**src/rtl/sa_pp_pkg.sv**
```systemverilog
package sa_pp_pkg;
    typedef enum logic [1:0] {
        MODE_SINGLE = 2'b00,
        MODE_CIRC   = 2'b01,
        MODE_DBL    = 2'b10,
        MODE_RSVD   = 2'b11
    } sa_mode_e;
endpackage

```
**src/rtl/sa_mode_decode.sv**
```systemverilog
module sa_mode_decode
    import sa_pp_pkg::*;
(
    input  logic [1:0] mode_i,
    output logic       dbl_o
);
    sa_mode_e mode;
    always_comb begin
        mode  = sa_mode_e'(mode_i);
        // only the double-buffer code arms the swap; reserved acts as single
        dbl_o = (mode == MODE_DBL);
    end
endmodule

```
**src/rtl/sa_word_index.sv**
```systemverilog
module sa_word_index #(
    parameter int W = 5
) (
    input  logic         clk,
    input  logic         rst_n,
    input  logic         clr,
    input  logic         inc,
    output logic [W-1:0] idx
);
    localparam logic [W-1:0] LAST = '1;

    logic [W-1:0] idx_d, idx_q;

    always_comb begin
        idx_d = idx_q;
        if (clr) begin
            idx_d = '0;
        end else if (inc && (idx_q != LAST)) begin
            idx_d = idx_q + 1'b1;
        end
    end

    always_ff @(posedge clk or negedge rst_n) begin
        if (!rst_n) idx_q <= '0;
        else        idx_q <= idx_d;
    end

    assign idx = idx_q;
endmodule

```
**src/rtl/sa_pingpong_ctrl.sv**
```systemverilog
module sa_pingpong_ctrl #(
    parameter int PTR_W = 16,
    parameter int BLK_W = 5
) (
    input  logic             clk,
    input  logic             rst_n,
    input  logic [1:0]       host_mode,
    input  logic             host_ptr_we,
    input  logic [PTR_W-1:0] host_ptr_wdata,
    input  logic             msg_start,
    input  logic             msg_rx,
    input  logic             word_strobe,
    input  logic             msg_end,
    input  logic             msg_valid,
    output logic [PTR_W-1:0] ptr_rd,
    output logic [PTR_W-1:0] word_addr,
    output logic             msg_busy
);
    // block select bit sits just above the word index
    localparam int SWAP_BIT = BLK_W;

    typedef struct packed {
        logic [PTR_W-1:0] ptr;
        logic             busy;
        logic             dbl;
        logic             rx;
    } ctl_t;

    ctl_t st_d, st_q;

    logic             mode_dbl;
    logic             start_ok;
    logic [BLK_W-1:0] widx;

    sa_mode_decode u_dec (
        .mode_i (host_mode),
        .dbl_o  (mode_dbl)
    );

    assign start_ok = msg_start && !st_q.busy;

    sa_word_index #(.W(BLK_W)) u_idx (
        .clk   (clk),
        .rst_n (rst_n),
        .clr   (start_ok),
        .inc   (st_q.busy && word_strobe),
        .idx   (widx)
    );

    always_comb begin
        st_d = st_q;
        if (!st_q.busy) begin
            if (msg_start) begin
                st_d.busy = 1'b1;
                st_d.dbl  = mode_dbl;
                st_d.rx   = msg_rx;
            end else if (host_ptr_we) begin
                st_d.ptr  = host_ptr_wdata;
            end
        end else if (msg_end) begin
            st_d.busy = 1'b0;
            if (msg_valid && st_q.dbl && st_q.rx) begin
                st_d.ptr[SWAP_BIT] = ~st_q.ptr[SWAP_BIT];
            end
        end
    end

    always_ff @(posedge clk or negedge rst_n) begin
        if (!rst_n) st_q <= '0;
        else        st_q <= st_d;
    end

    assign ptr_rd    = st_q.ptr;
    assign msg_busy  = st_q.busy;
    assign word_addr = {st_q.ptr[PTR_W-1:BLK_W], widx};

    // plain views of latched state for the bound checker
    logic lat_dbl, lat_rx;
    assign lat_dbl = st_q.dbl;
    assign lat_rx  = st_q.rx;
endmodule

```
**config.mk**
```make
export PLATFORM = sky130hd
export DESIGN_NAME = sa_pingpong_ctrl
export DESIGN_NICKNAME = d
export VERILOG_FILES = /design/src/rtl/sa_pp_pkg.sv /design/src/rtl/sa_mode_decode.sv /design/src/rtl/sa_word_index.sv /design/src/rtl/sa_pingpong_ctrl.sv
export SDC_FILE = /design/constraint.sdc
export NUM_CORES = 1
export LEC_CHECK = 0
export ABC_AREA = 1
export CAP_MARGIN = 5
export CORE_MARGIN = 8
export CORE_UTILIZATION = 25
export CTS_BUF_LIST = sky130_fd_sc_hd__clkbuf_16
export CTS_CLUSTER_SIZE = 16
export DETAILED_ROUTE_END_ITERATION = 7
export SKIP_LAST_GASP = 1
export SYNTH_ARGS = -nofsm -noshare
export SYNTH_HDL_FRONTEND = slang
export SYNTH_SLANG_ARGS = --single-unit
```
**constraint.sdc**
```tcl
create_clock -name clk -period 1.5 [get_ports clk]
set_input_delay 0.225 -clock clk [delete_from_list [all_inputs] [get_ports clk]]
set_output_delay 0.225 -clock clk [all_outputs]
set_load 0.005 [all_outputs]
```
==> impl_results.md, run 1 <==
- CTS tree: done
- Fraction of layout cells with a size suffix above 1: 11.1%
- Max Cap Violations: 0
- Setup CP Type: reg -> out
- Chip width: 84.0 um
- DP HPWL: 2440 um
- Routed vias: 1008
- CP Max Fanout: 4
- Syn. warnings: 0
- Tcrit/Tclk final: 96.8%
- HP Class: in -> async
- Leak: about 0.00089 uW
- Final Hold Viols: 0
- 1st-iter DRT viols: 19
- Slew headroom: 78.9%
- Routability Congestion: approximately 0.75
- # rows: 24
- DIE HEIGHT: roughly 84 um
- Outcome: finished clean
- Global-route wire length before repair: slightly above 5000 um
- Root Driver: clkbuf_16
- Post-CTS Hold Fix Bufs: 0
- Unrepaired setup endpoints after global routing: yes
- Commonest non-fill, non-tap cells in the layout: 58 x clkdlybuf4s50_1, 54 x nand2_1, 23 x dfrtp_1
- Power per cell area: around 1300 nW/um2
- Worst-Margin Slew: 317 ps
- DR WL/cell: around 13 um
- Tot Pwr: 2450 uW
- Net count, final: 219
- Worst EP required: 1270 ps
- Via/cell ratio: around 4.2
- CP Capture Type: primary output
- Mapped Nets: 163
- Seq cells post-synth: 24
- CTS sink cnt: 24
- Worst Clk Skew: 3.04 ps
- Number of global-route vias before repair: 1052
- Area grow syn2layout: 61.2%
- Post-synth EDFFs: 0
- Antenna violations before repair: 0
- Unique cell type count in the Yosys netlist: 17
- I/O Buffers: 58
- Antenna Cells: 0
- Die area: slightly above 7000 um2
- Num CTS Buffers: 3
- Initial Util: between 20% and 30%
- GRT Util Overall: 8.76%
- Post-synth top flop: dfrtp_1
- Synth async-reset ratio: 100%
- Max-slew violation count: 0
- Syn Inst Count: roughly 140
- Endpoints failing setup: 0
- Clock transition at path regs: about 60 ps
- Core area: roughly 4400 um2
- Commonest non-fill, non-tap cell in the layout: clkdlybuf4s50_1
- Cell Area, Synth: 1160 um2
- Routed WL: 3070 um
- Worst VDD drop: 455 uV
- Tmin final: about 1500 ps
- Syn Area/Cell: 8.57 um2
- Worst hold slack: 333 ps
- DRT Pass-1 Iters: 4
- Post-route DRC: 0
- Remaining antenna violation count: 0
- Clock Path Buffers: 2
- Sequential share of the synthesized area: about half
- Clock latency on the worst-skew pair: 250 ps
- Fill count: around 450
- Htree depth: 1
- Global route overflow: 0
- Worst path arrival time: between 1000 and 1500 ps
- Fmax achieved: 688 MHz
- Largest net degree at the start of global routing: 25
- I/O pin count: 59
- Startpoint types: flop
## cell usage after synthesis, types with 2 or more instances
cell	number	area (um2)
buf_2	2	10.0
nand2_1	54	203
inv_1	4	15.0
nand2_2	3	18.8
nand3_1	19	95.1
nor2_4	3	33.8
buf_4	12	90.1
dfrtp_1	24	601
nor2_1	5	18.8
ha_1	2	25.0
## registers in the layout (all words and copies together) (netlist names)
signal     count
u_idx.idx      5
lat_rx         1
msg_busy       1
lat_dbl        1
ptr_rd        16
## critical path, cell delays in order, from the launching register on
cell,delay (ps)
dfrtp_1,350
buf_4,130
clkdlybuf4s50_1,500
## per-stage QoR
stage	TNS, ps	cells	util (%)	cell area, um2	worst slack [ps]
6_report	0	242	42.3	1870	47.3
5_1_grt	-47.6	242	42.3	1870	-30.8
4_1_cts	0	242	42.2	1860	1.25
3_5_place_dp	0	238	39.9	1760	51.9
3_3_place_gp	0	238	39.9	1760	58.0
2_1_floorplan	0	135	-	1160	58.4
## area by class of cell
type,instances,area [um2],share of cell area [%]
Clock inverter,1,30.0,1.61
Sequential cell,24,602,32.3
Inverter,4,15.0,0.805
Tap cell,52,65.1,3.49
Timing Repair Buffer,66,641,34.3
Clock buffer,3,75.1,4.02
Multi-Input combinational cell,92,438,23.5
## power breakdown
group,internal [uW],switching (uW),total (uW)
Sequential,788,99.7,888
Clock,530,228,758
Combinational,517,292,809
## logic make-up (layout without fill, tap and decap cells)
logic type	after synthesis	after routing	share of synthesized area, %
fa+ha+maj	2	2	2.16
buf+inv	19	74	10.3
simple gates	87	87	34.1
compound gates	3	3	1.62
flops	24	24	51.9
## worst paths after layout
check	slack (ps)	depth (start not counted)	start	end
hold / removal	330	2	rst_n	ptr_rd[9]
max in group asynchronous	910	2	rst_n	msg_busy
hold reg to reg	480	2	ptr_rd[1]	ptr_rd[1]
setup reg to reg	80	9	u_idx.idx[0]	u_idx.idx[2]
setup / recovery	50	2	u_idx.idx[0]	word_addr[0]
min in group clk	480	2	ptr_rd[1]	ptr_rd[1]
## what timing repair did
item / CTS / global route
setup endpoints to repair: 0 / 3
resized for setup: 0 / 1
buffers inserted: 0 / 0
## metal layers
layer	share of wire (%)	GRT usage (%)	up-vias
li1	-	-	525
met1	43	10.2	441
met2	47	13.8	38
met3	9.1	4.30	4
met4	0.78	2.35	0
met5	0	0	-
Note: power is estimated with default switching activity, not from simulation.
==> run 2: changes to the inputs <==
- SLEW_MARGIN: default -> 0
==> results of run 2 <==
Final layout, timing and power as in run 1 (identical DEF).
==> run 3: changes to the inputs <==
- CORE_ASPECT_RATIO: default -> 1.25
==> run 3 against run 2 <==
Net effect:
- combinational power grew 2%
- fmax shrank 1.8%
- register-to-register slack is essentially flat
- non-clock buffer count grew 2
- highest routed layer unchanged
- critical endpoint unchanged
- routed wire length grew 1.8%
- global-route usage grew 0.18 points
- die area grew 0.19%
- design area shrank 0.27%
- critical path type unchanged
- clock power shrank 26%
- setup slack lost 27 ps
- critical path depth is the same
- via count grew 2.3%
==> impl_results.md, run 3 (synthesis results as in run 1) <==
- Most Used Layer, Global Route: met2
- Commonest non-fill, non-tap cell in the layout: clkdlybuf4s50_1
- Power per cell area: between 1000 and 1500 nW/um2
- Antenna Cells: 0
- Combinational power share: approximately 36%
- Initial Util: 26.2%
- Sequential share of power: between 30% and 40%
- Post-CTS Hold Fix Bufs: 0
- Core area: 4430 um2
- Fmax achieved: 676 MHz
- Post-route DRC: 0
- I/O Buffers: 58
- Number of global-route vias before repair: 1082
- DIE HEIGHT: between 90 and 100 um
- Setup CP Type: reg -> out
- Num CTS Buffers: 3
- Remaining antenna violation count: 0
- Clock latency on the worst-skew pair: 250 ps
- I/O pin count: 59
- Final Hold Viols: 0
- 1st-iter DRT viols: 39
- Die area: ~7100 um2
- Area grow syn2layout: 60.8%
- Met3 Track Usage GR: 3.22%
- GRT Util Overall: 8.94%
- Max Cap Violations: 0
- Tcrit/Tclk final: 98.6%
- Net count, final: 221
- Worst-Margin Slew: roughly 320 ps
- Endpoints failing setup: 0
- Antenna violations before repair: 0
- DP HPWL: 2470 um
- GRT met1 Usage: between 10% and 20%
- Largest register FFs: 16
- Routing usage on met2: 15.0%
- DR WL/cell: 12.5 um
- CP Max Fanout: 4
- Largest net degree at the start of global routing: 25
- Chip width: 76.9 um
- Leak: 0.000881 uW
- Max-slew violation count: 0
- DRT Pass-1 Iters: 4
- Global route overflow: 0
- Routed WL: approximately 3100 um
- Slew headroom: 78.8%
- Placed Instance Area: 1760 um2
- Clock transition at path regs: 60 ps
- Fraction of layout cells with a size suffix above 1: roughly an eighth
- CTS sink cnt: 24
- # rows: 27
- Switch share: between 20% and 30%
- Routed vias: approximately 1000
- Worst VDD drop: 362 uV
- Outcome: finished clean
- Psw: 605 uW
- Root Driver: clkbuf_16
- Worst path arrival time: 1250 ps
- Htree depth: 1
- Global-route wire length before repair: 5240 um
- Unrepaired setup endpoints after global routing: yes
- Tmin final: between 1000 and 1500 ps
- Worst EP required: roughly 1300 ps
- Clk pwr share: 24.7%
- Commonest non-fill, non-tap cells in the layout: 58 x clkdlybuf4s50_1, 54 x nand2_1, 23 x dfrtp_1
- Finished Cell Area: 1860 um2
- Int Pwr: around 1700 uW
- CTS tree: done
- Clock Path Buffers: 2
- Routability Congestion: between 0.6 and 0.7
- CP Capture Type: primary output
- HP Class: in -> async
- Via/cell ratio: 4.14
- Startpoint types: flop
- Worst hold slack: 342 ps
- Worst Clk Skew: about 1.5 ps
## run 3: per-layer routing
layer  up-vias  share of wire [%]
met5         -                  0
met4         0               0.38
met3         2                7.4
met2        36                 49
met1       467                 43
li1        526                  -
## run 3: area by class of cell
class | instances | area, um2
multi-input cells | 92 | 440
flip-flops and latches | 24 | 602
well taps | 58 | 72.6
repair buffers | 68 | 656
clock buffers | 3 | 75.1
inverters | 4 | 15.0
fillers | 448 | 2560
## run 3: worst paths after layout
| check | end | cells after the start | start | slack [ps] |
|---|---|---|---|---|
| worst max register to register | u_idx.idx[2] | 9 | u_idx.idx[0] | 70 |
| worst min-delay path | ptr_rd[10] | 2 | rst_n | 340 |
| min in group clk | ptr_rd[0] | 2 | ptr_rd[0] | 470 |
| max in group asynchronous | msg_busy | 2 | rst_n | 900 |
| worst max-delay path | word_addr[0] | 2 | u_idx.idx[0] | 20 |
| worst min register to register | ptr_rd[0] | 2 | ptr_rd[0] | 470 |
## run 3: worst max-delay path, cell delays in order, from the launching register on
cell and delay (ps):
dfrtp_1 360, buf_4 140, clkdlybuf4s50_1 500
## run 3: timing repair
item / CTS / global route
gates resized for setup: 1 / 1
setup endpoints to repair: 1 / 4
buffers inserted: 0 / 3
pin swaps: 0 / 1
## run 3: stage by stage
stage | TNS [ps] | util (%) | std cells | setup WS, ps | power (uW)
after detailed placement | 0 | 39.8 | 243 | 35.7 | 1720
after global routing | -53.9 | 42.0 | 249 | -31.3 | 2440
after global placement | 0 | 39.8 | 243 | 52.0 | 1710
after CTS | 0 | 41.5 | 246 | 1.45 | 2300
final | 0 | 42.0 | 249 | 20.3 | 2270
after floorplan | 0 | - | 135 | 58.4 | 1230
## run 3: power by group through the flow
stage / Sequential [uW] / Clock, uW / Combinational (uW)
global route: 909 / 612 / 923
global placement: 904 / 0 / 810
CTS: 896 / 588 / 820
finish: 887 / 561 / 826
detailed placement: 905 / 0 / 816
floorplan: 911 / 0 / 319
